==> config.mk <==
export PLATFORM = sky130hd
export DESIGN_NAME = irq_aggregator
export DESIGN_NICKNAME = d
export VERILOG_FILES = /design/src/rtl/irq_agg_pkg.sv /design/src/rtl/irq_cmd_decode.sv /design/src/rtl/irq_mask_reg.sv /design/src/rtl/irq_pend_reg.sv /design/src/rtl/irq_line_combine.sv /design/src/rtl/irq_aggregator.sv
export SDC_FILE = /design/constraint.sdc
export NUM_CORES = 1
export LEC_CHECK = 0
export CORE_MARGIN = 5
export CORE_UTILIZATION = 39
export DETAILED_ROUTE_END_ITERATION = 8
export PLACE_DENSITY = 0.8
export SYNTH_ARGS = -nofsm -noshare
export SYNTH_HDL_FRONTEND = slang
export SYNTH_SLANG_ARGS = --single-unit
==> constraint.sdc <==
create_clock -name clk_i -period 1.9 [get_ports clk_i]
set_input_delay 0.57 -clock clk_i [delete_from_list [all_inputs] [get_ports clk_i]]
set_output_delay 0.57 -clock clk_i [all_outputs]
set_load 0.03 [all_outputs]
==> src/rtl/irq_agg_pkg.sv <==
package irq_agg_pkg;
  localparam int unsigned NSRC_DEF = 18;

  typedef enum logic [1:0] {
    CMD_ENABLE  = 2'b00,
    CMD_DISABLE = 2'b01,
    CMD_CLEAR   = 2'b10,
    CMD_NOP     = 2'b11
  } irq_cmd_e;
endpackage

==> src/rtl/irq_cmd_decode.sv <==
module irq_cmd_decode
  import irq_agg_pkg::*;
#(
  parameter int unsigned NSRC = NSRC_DEF
) (
  input  logic            wr_en_i,
  input  logic [1:0]      cmd_i,
  input  logic [NSRC-1:0] data_i,
  output logic [NSRC-1:0] en_o,
  output logic [NSRC-1:0] dis_o,
  output logic [NSRC-1:0] clr_o
);
  irq_cmd_e cmd;
  assign cmd = irq_cmd_e'(cmd_i);

  always_comb begin
    en_o  = '0;
    dis_o = '0;
    clr_o = '0;
    if (wr_en_i) begin
      case (cmd)
        CMD_ENABLE:  en_o  = data_i;
        CMD_DISABLE: dis_o = data_i;
        CMD_CLEAR:   clr_o = data_i;
        default:     ;
      endcase
    end
  end

  always_comb begin
    assert ((en_o & dis_o) == '0 && (en_o & clr_o) == '0 && (dis_o & clr_o) == '0)
      else $error("p_cmd_exclusive_r9 violated");
  end
endmodule

==> src/rtl/irq_mask_reg.sv <==
module irq_mask_reg
  import irq_agg_pkg::*;
#(
  parameter int unsigned NSRC = NSRC_DEF
) (
  input  logic            clk_i,
  input  logic            rst_ni,
  input  logic [NSRC-1:0] en_i,
  input  logic [NSRC-1:0] dis_i,
  output logic [NSRC-1:0] mask_o
);
  logic [NSRC-1:0] mask_q;

  for (genvar i = 0; i < NSRC; i++) begin : g_bit
    always_ff @(posedge clk_i or negedge rst_ni) begin
      if (!rst_ni)       mask_q[i] <= 1'b0;
      else if (dis_i[i]) mask_q[i] <= 1'b0;
      else if (en_i[i])  mask_q[i] <= 1'b1;
    end

    p_enable_r3: assert property (@(posedge clk_i) disable iff (!rst_ni)
      en_i[i] && !dis_i[i] |=> mask_q[i]);
    p_disable_r4: assert property (@(posedge clk_i) disable iff (!rst_ni)
      dis_i[i] |=> !mask_q[i]);
    p_hold_r9: assert property (@(posedge clk_i) disable iff (!rst_ni)
      !en_i[i] && !dis_i[i] |=> $stable(mask_q[i]));
  end

  assign mask_o = mask_q;
endmodule

==> src/rtl/irq_pend_reg.sv <==
module irq_pend_reg
  import irq_agg_pkg::*;
#(
  parameter int unsigned NSRC = NSRC_DEF
) (
  input  logic            clk_i,
  input  logic            rst_ni,
  input  logic [NSRC-1:0] set_i,
  input  logic [NSRC-1:0] clr_i,
  output logic [NSRC-1:0] pend_o
);
  logic [NSRC-1:0] pend_q;

  for (genvar i = 0; i < NSRC; i++) begin : g_bit
    // set has priority over clear
    always_ff @(posedge clk_i or negedge rst_ni) begin
      if (!rst_ni)       pend_q[i] <= 1'b0;
      else if (set_i[i]) pend_q[i] <= 1'b1;
      else if (clr_i[i]) pend_q[i] <= 1'b0;
    end

    p_set_wins_r6: assert property (@(posedge clk_i) disable iff (!rst_ni)
      set_i[i] |=> pend_q[i]);
    p_sticky_r2: assert property (@(posedge clk_i) disable iff (!rst_ni)
      pend_q[i] && !clr_i[i] |=> pend_q[i]);
    p_clear_r5: assert property (@(posedge clk_i) disable iff (!rst_ni)
      clr_i[i] && !set_i[i] |=> !pend_q[i]);
  end

  assign pend_o = pend_q;
endmodule

==> src/rtl/irq_line_combine.sv <==
module irq_line_combine
  import irq_agg_pkg::*;
#(
  parameter int unsigned NSRC     = NSRC_DEF,
  parameter int unsigned FAST_IDX = 0
) (
  input  logic [NSRC-1:0] pend_i,
  input  logic [NSRC-1:0] mask_i,
  output logic            fiq_no,
  output logic            irq_no
);
  logic [NSRC-1:0] active;
  logic [NSRC-1:0] norm_vec;

  assign active = pend_i & mask_i;

  for (genvar i = 0; i < NSRC; i++) begin : g_norm
    if (i == FAST_IDX) begin : g_fast
      assign norm_vec[i] = 1'b0;
    end else begin : g_slow
      assign norm_vec[i] = active[i];
    end
  end

  assign fiq_no = ~active[FAST_IDX];
  assign irq_no = ~|norm_vec;
endmodule

==> src/rtl/irq_aggregator.sv <==
module irq_aggregator
  import irq_agg_pkg::*;
#(
  parameter int unsigned NSRC = NSRC_DEF
) (
  input  logic            clk_i,
  input  logic            rst_ni,
  input  logic [NSRC-1:0] set_i,
  input  logic            wr_en_i,
  input  logic [1:0]      wr_cmd_i,
  input  logic [NSRC-1:0] wr_data_i,
  output logic [NSRC-1:0] pend_o,
  output logic [NSRC-1:0] mask_o,
  output logic            fiq_no,
  output logic            irq_no
);
  localparam int unsigned FAST_IDX = 0;

  logic [NSRC-1:0] en_vec, dis_vec, clr_vec;

  irq_cmd_decode #(.NSRC(NSRC)) u_dec (
    .wr_en_i (wr_en_i),
    .cmd_i   (wr_cmd_i),
    .data_i  (wr_data_i),
    .en_o    (en_vec),
    .dis_o   (dis_vec),
    .clr_o   (clr_vec)
  );

  irq_mask_reg #(.NSRC(NSRC)) u_mask (
    .clk_i  (clk_i),
    .rst_ni (rst_ni),
    .en_i   (en_vec),
    .dis_i  (dis_vec),
    .mask_o (mask_o)
  );

  irq_pend_reg #(.NSRC(NSRC)) u_pend (
    .clk_i  (clk_i),
    .rst_ni (rst_ni),
    .set_i  (set_i),
    .clr_i  (clr_vec),
    .pend_o (pend_o)
  );

  irq_line_combine #(.NSRC(NSRC), .FAST_IDX(FAST_IDX)) u_comb (
    .pend_i (pend_o),
    .mask_i (mask_o),
    .fiq_no (fiq_no),
    .irq_no (irq_no)
  );

  p_fiq_src_r7: assert property (@(posedge clk_i) disable iff (!rst_ni)
    !fiq_no |-> pend_o[FAST_IDX] && mask_o[FAST_IDX]);
  p_fiq_drive_r7: assert property (@(posedge clk_i) disable iff (!rst_ni)
    pend_o[FAST_IDX] && mask_o[FAST_IDX] |-> !fiq_no);
  p_irq_src_r8: assert property (@(posedge clk_i) disable iff (!rst_ni)
    !irq_no |-> |((pend_o & mask_o) >> 1));
  p_masked_quiet_r10: assert property (@(posedge clk_i) disable iff (!rst_ni)
    mask_o == '0 |-> fiq_no && irq_no);
endmodule

==> flow_metrics.py, run 1 <==
metrics = {
    "critical_path": {
        "critPathSlowestCell": "dfrtp_1",
        "crit_chain": "a222oi_1 -> nand4_1 -> nor2_4 -> buf_6",
        "timing.rr.start": "u_pend.pend_o[8]",
        "cp.arrival_ps": 1510,
        "start_kind": "flip-flop",
        "max_stage_delay_ps": 390,
        "cp-end-kind": "primary output",
        "required_ps": 1330,
        "cp_max_fo": 3,
        "worst-setup-path-type": "reg -> out",
        "startpoint": "u_pend.pend_o[1]",
    },
    "logic_synthesis": {
        "synth-seq-area-share": 0.607,
        "synth_fa_ha_area_frac": 0,
        "syn-mean-instance-area_um2": 10.2,
        "ys.flop_type": "dfrtp_1",
        "ys_types": 17,
        "synth_cells": 146,
        "yosys.area_share.xor_xnor": 0,
        "synth_edf_count": 0,
        "synth_top_area_cell": "dfrtp_1",
        "synth_top_cells_by_count": "nand2_1 (55), dfrtp_1 (36), a21o_1 (18), o21ai_0 (18), a22oi_1 (5)",
        "syn_nets": 187,
        "synth_most_common_cell": "nand2_1",
        "synth-seq-cells": 36,
        "yosysTopAreaCellShare": 0.607,
        "yosys.area_share.simple": 0.159,
        "syn-cell-area_um2": 1480,
        "synth.area.mux_share": 0,
        "synth_top_family_by_area": "compound AO/OA/AOI/OAI gates",
        "ys_warn_count": 0,
        "synthArstFlopShare": 1.00,
        "synth-compound-area-share": 0.196,
        "ys_top_cells_by_area": "dfrtp_1 (61%), nand2_1 (14%), a21o_1 (9.1%)",
    },
    "global_route": {
        "grt_pass1_vias": 1356,
        "antenna_found_initial": 0,
        "grt-ovfl-total": 0,
        "use_met1": 0.211,
        "grt.busiest_layer": "met2",
        "grt_usage": 0.163,
        "grt_use_met3": 0.0813,
        "grt_max_degree": 20,
        "grt_pass1_wl_um": 6430,
        "grtUsageMet2": 0.238,
    },
    "pwr": {
        "combPwrFrac": 0.262,
        "power_leakage_nw": 0.997,
        "clockPowerShare": 0.279,
        "total_power_mw": 1.96,
        "sw_frac_of_total": 0.314,
        "pwr-share-seq": 0.458,
        "p_int_mw": 1.34,
        "power.switching_mw": 0.615,
        "powerDensity_nw_per_um2": 819,
        "ir_drop_mv": 0.466,
    },
    "worst_hold_path": {
        "hp-class": "in -> async",
    },
    "layout": {
        "syn2layout_area_growth_pct": 61.2,
        "num_antenna_cells": 0,
        "fin_area_um2": 2390,
        "utilization": 0.653,
        "layout.nets": 275,
        "fillCellCount": 333,
        "drive_gt1_frac": 0.0894,
    },
    "sta": {
        "fmax_mhz": 480,
        "fin_crit_sh": 1.10,
        "period_minus_slack_ps": 2080,
        "final_hold_viol_count": 0,
        "setup_violations": 1,
        "worstMarginPinSlew_ps": 408,
        "rsz0062_at_grt": "true",
        "fin_worst_skew_ps": 0,
        "finalMaxSlewViolations": 0,
        "slew_headroom": 0.728,
        "setup_ws_ps": -184,
    },
    "clock_network": {
        "tritoncts": "done",
        "post_cts_buffers": 0,
        "cts.sinks": 36,
        "cts_root_buf": "clkbuf_8",
        "cts_buffer_depth": 2,
        "cts_made_buffers": 5,
        "htreeDepth": 2,
        "insertion_delay_ps": 280,
        "clk_pin_slew_ps": 70,
    },
    "placed_design": {
        "place_area_um2": 2340,
        "gp_congestion": 0.797,
        "hpwlAfterDp_um": 3090,
        "port_buffers": 78,
    },
    "drt": {
        "drt_iter0_drc": 53,
        "ant_nets": 0,
        "drt_drc_violations_left": 0,
        "wl_um": 3910,
        "drt-vias-per-instance": 4.78,
        "vias": 1353,
        "wl_per_cell_um": 13.8,
        "drtPass1Iterations": 4,
    },
    "floorplanning": {
        "coreArea_um2": 3660,
        "fp.dieW_um": 71.7,
        "die_h_um": 71.7,
        "num_io_pins": 79,
        "start_util": 0.405,
        "rows": 22,
        "dieArea_um2": 5140,
    },
    "outcome": {
        "failed_checks": "setup timing",
        "status": "complete, but fails checks",
    },
    "flow_run": {
        "drv_cap": 0,
    },
}
==> per-stage QoR <==
step	setup slack (ps)	instances	hold WS [ps]	setup TNS, ps
floorplan	10.0	146	274	0
global placement	28.4	275	482	0
detailed placement	7.37	275	490	0
CTS	-235	283	215	-235
global route	-344	283	228	-344
finish	-184	283	200	-184
==> worst max-delay path, delay by kind of cell (launching register included) <==
| family | cells | cell delay [ps] |
|---|---|---|
| flops | 1 | 390 |
| simple gates | 2 | 320 |
| buf+inv | 1 | 130 |
| compound gates | 1 | 390 |
==> sequential cells by signal (all words and copies together), names as in the netlist <==
name and cells:
u_mask.mask_o 18, u_pend.pend_o 18
==> final timing paths <==
kind	cells past startpoint	endpoint	slack [ps]
hold / removal	1	u_mask.mask_o[12]	200
max in group asynchronous	2	u_pend.pend_o[4]	1110
min in group clk_i	1	u_pend.pend_o[1]	500
setup reg to reg	2	u_pend.pend_o[8]	1140
setup / recovery	4	irq_no	-180
hold reg to reg	1	u_pend.pend_o[1]	500
==> kinds of logic after synthesis <==
kind of cell | after synthesis
flip-flops | 36
AO/OA/AOI/OAI | 44
buffers and inverters | 6
AND/OR/NAND/NOR | 60
==> power groups by stage <==
stage	sequential (mW)	clock [mW]	combinational [mW]
6_report	0.898	0.548	0.514
3_3_place_gp	0.911	0	0.570
2_1_floorplan	1.06	0	0.120
5_1_grt	0.909	0.599	0.557
4_1_cts	0.899	0.563	0.524
3_5_place_dp	0.915	0	0.575
==> area by class of cell <==
cell class,count,area [um^2],area share
flip-flops and latches,36,901,0.377
repair buffers,87,798,0.334
multi-input cells,104,541,0.226
clock buffers,6,82.6,0.0345
well taps,48,60.1,0.0251
clock inverters,2,10.0,0.00418
==> placed cells by master (no fill, tap or decap) <==
cell type	n
clkbuf_8	6
dfrtp_1	36
nand4_1	1
dlygate4sd2_1	37
and3b_1	1
a21o_1	18
nand2_1	55
buf_6	1
a222oi_1	1
buf_4	9
clkinv_2	2
nor2_4	1
o21ai_0	18
a22o_1	1
nand3_1	1
nor2b_1	1
a22oi_1	5
buf_2	1
a221oi_2	1
clkdlybuf4s50_1	39
==> what timing repair did <==
item                                    4_1_cts  5_1_grt
hold buffers                                  0        0
resized for setup                            39        0
endpoints found under the setup margin       38        1
pin swaps                                     2        2
==> per-layer routing <==
layer / part of all wire / vias to the layer above
met5: 0 / -
met4: 0.0049 / 0
met3: 0.11 / 2
met2: 0.45 / 47
met1: 0.44 / 633
li1: - / 671
No activity file was read; power rests on OpenSTA's default activity.
==> run 2: changes to the inputs <==
--- a/config.mk
+++ b/config.mk
@@ -5,10 +5,12 @@
 export SDC_FILE = /design/constraint.sdc
 export NUM_CORES = 1
 export LEC_CHECK = 0
+export CORE_ASPECT_RATIO = 0.9
 export CORE_MARGIN = 5
 export CORE_UTILIZATION = 39
 export DETAILED_ROUTE_END_ITERATION = 8
 export PLACE_DENSITY = 0.8
+export SKIP_LAST_GASP = 1
 export SYNTH_ARGS = -nofsm -noshare
 export SYNTH_HDL_FRONTEND = slang
 export SYNTH_SLANG_ARGS = --single-unit
==> constraint.sdc (replaced) <==
create_clock -name clk_i -period 1.9 [get_ports clk_i]
set_input_delay 0.57 -clock clk_i [delete_from_list [all_inputs] [get_ports clk_i]]
set_output_delay 0.57 -clock clk_i [all_outputs]
set_load 0.05 [all_outputs]
==> run 2 against run 1 <==
Against the previous run: the run still ends with setup timing left; sequential power rose by 0.9%; first-iteration DRC count rose by 11%; clock skew did not move; core utilization is 1.2 points lower; cell area decreased by 0.73%; combinational power is 32% higher; routed wire length is 1.5% higher; via count is 0.22% lower; largest power group unchanged.
==> flow_metrics.py, run 2 (same netlist as run 1, synthesis figures left out) <==
metrics = {
    "floorplanning": {
        "rows": 21,
        "coreArea_um2": 3700,
        "die_h_um": 68.5,
        "dieArea_um2": 5140,
        "start_util": 0.401,
        "num_io_pins": 79,
        "fp.dieW_um": 75.0,
    },
    "worst_hold_path": {
        "hp-class": "in -> async",
    },
    "sta": {
        "rsz0062_at_grt": "true",
        "finalMaxSlewViolations": 0,
        "tns_ps": -209,
        "slew_headroom": 0.741,
        "setup_violations": 1,
        "fmax_mhz": 474,
        "final_hold_viol_count": 0,
        "setup_ws_ps": -209,
        "fin_worst_skew_ps": 0,
        "fin_crit_sh": 1.11,
        "worstMarginPinSlew_ps": 389,
        "period_minus_slack_ps": 2110,
        "hold_slack_ps": 202,
    },
    "clock_network": {
        "cts.repair.resized": 0,
        "cts_buffer_depth": 2,
        "clk_pin_slew_ps": 70,
        "htreeDepth": 2,
        "insertion_delay_ps": 280,
        "cts_hold_buffers": 0,
        "cts_root_buf": "clkbuf_8",
        "cts_made_buffers": 5,
        "cts.sinks": 36,
        "tritoncts": "done",
    },
    "drt": {
        "drtPass1Iterations": 4,
        "wl_per_cell_um": 14.2,
        "drt_drc_violations_left": 0,
        "drt-vias-per-instance": 4.82,
        "drt_iter0_drc": 59,
        "wl_um": 3970,
        "vias": 1350,
        "ant_nets": 0,
    },
    "global_route": {
        "antenna_found_initial": 0,
        "grt_max_degree": 22,
        "grt_usage": 0.167,
        "grt_pass1_wl_um": 6380,
        "grt_pass1_vias": 1393,
        "grt-ovfl-total": 0,
    },
    "critical_path": {
        "cp-end-kind": "primary output",
        "cp_max_fo": 2,
        "max_stage_delay_ps": 410,
        "cp.arrival_ps": 1540,
        "ff2ff_path_depth": 3,
        "cp_top_family": "flip-flops",
        "start_kind": "flip-flop",
        "regToRegSetupSlack_ps": 1120,
        "worst-setup-path-type": "reg -> out",
        "crit_cells": 4,
        "critPathSlowestCell": "dfrtp_2",
        "required_ps": 1330,
        "path_buf_inv": 1,
        "crit_chain": "a222oi_1 -> nand4_1 -> nor2_4 -> buf_12",
    },
    "placed_design": {
        "hpwlAfterDp_um": 3180,
        "place_ws_ps": 40.1,
        "place_area_um2": 2280,
        "gp_congestion": 0.784,
        "port_buffers": 78,
    },
    "pwr": {
        "ir_drop_mv": 0.603,
        "powerDensity_nw_per_um2": 898,
        "power_leakage_nw": 1.00,
    },
    "outcome": {
        "status": "complete, but fails checks",
        "failed_checks": "setup timing",
    },
    "layout": {
        "layout.nets": 274,
        "num_antenna_cells": 0,
        "layout_commonest_cell": "nand2_1",
        "syn2layout_area_growth_pct": 60.0,
        "final_cell_mix": "nand2_1 (55), buf_4 (43), clkdlybuf4s50_1 (39), dfrtp_1 (30)",
        "utilization": 0.641,
        "fillCellCount": 313,
        "drive_gt1_frac": 0.261,
        "fin_area_um2": 2370,
    },
    "flow_run": {
        "drv_cap": 0,
    },
}
[run 2: cell count changes in the layout (fill, tap and decap cells not counted), sizes merged]
cell         change
buf             +36
clkinv           -2
clkbuf           +2
dlygate4sd2     -37
[run 2: final timing paths]
kind,start,end
hold reg to reg,u_mask.mask_o[17],u_mask.mask_o[17]
setup reg to reg,u_mask.mask_o[8],u_mask.mask_o[8]
hold / removal,rst_ni,u_pend.pend_o[15]
min in group clk_i,u_mask.mask_o[17],u_mask.mask_o[17]
setup / recovery,u_mask.mask_o[1],irq_no
max in group asynchronous,rst_ni,u_pend.pend_o[11]
[run 2: stage by stage]
| step | cells | total power [mW] |
|---|---|---|
| floorplan | 146 | 1.30 |
| global placement | 271 | 1.59 |
| detailed placement | 271 | 1.60 |
| CTS | 280 | 2.16 |
| global route | 280 | 2.25 |
| finish | 280 | 2.13 |
[run 2: report_power, final]
part | total [mW] | internal, mW | switching, mW | leakage [nW]
sequential | 0.906 | 0.843 | 0.0624 | 0.384
combinational | 0.679 | 0.255 | 0.423 | 0.573
clock | 0.547 | 0.296 | 0.252 | 0.0455
total | 2.13 | 1.39 | 0.738 | 1.00
[run 2: repair_timing]
action | in CTS | in global routing
cloned | 0 | 0
setup buffers | 1 | 0
pin swaps | 3 | 1
endpoints found under the setup margin | 1 | 1
[run 2: cell type report]
type,count,area [um^2],area share
repair buffers,86,778,0.328
well taps,46,57.6,0.0242
flip-flops and latches,36,908,0.383
clock buffers,8,90.1,0.0379
multi-input cells,104,541,0.228
[run 2: layer usage]
layer,wire length (um),vias to the layer above,share of wire,global-route usage
li1,-,669,-,-
met3,321,4,0.081,0.0580
met2,1990,43,0.50,0.292
met4,34,0,0.0086,0.0467
met5,0,-,0,0
met1,1630,634,0.41,0.193
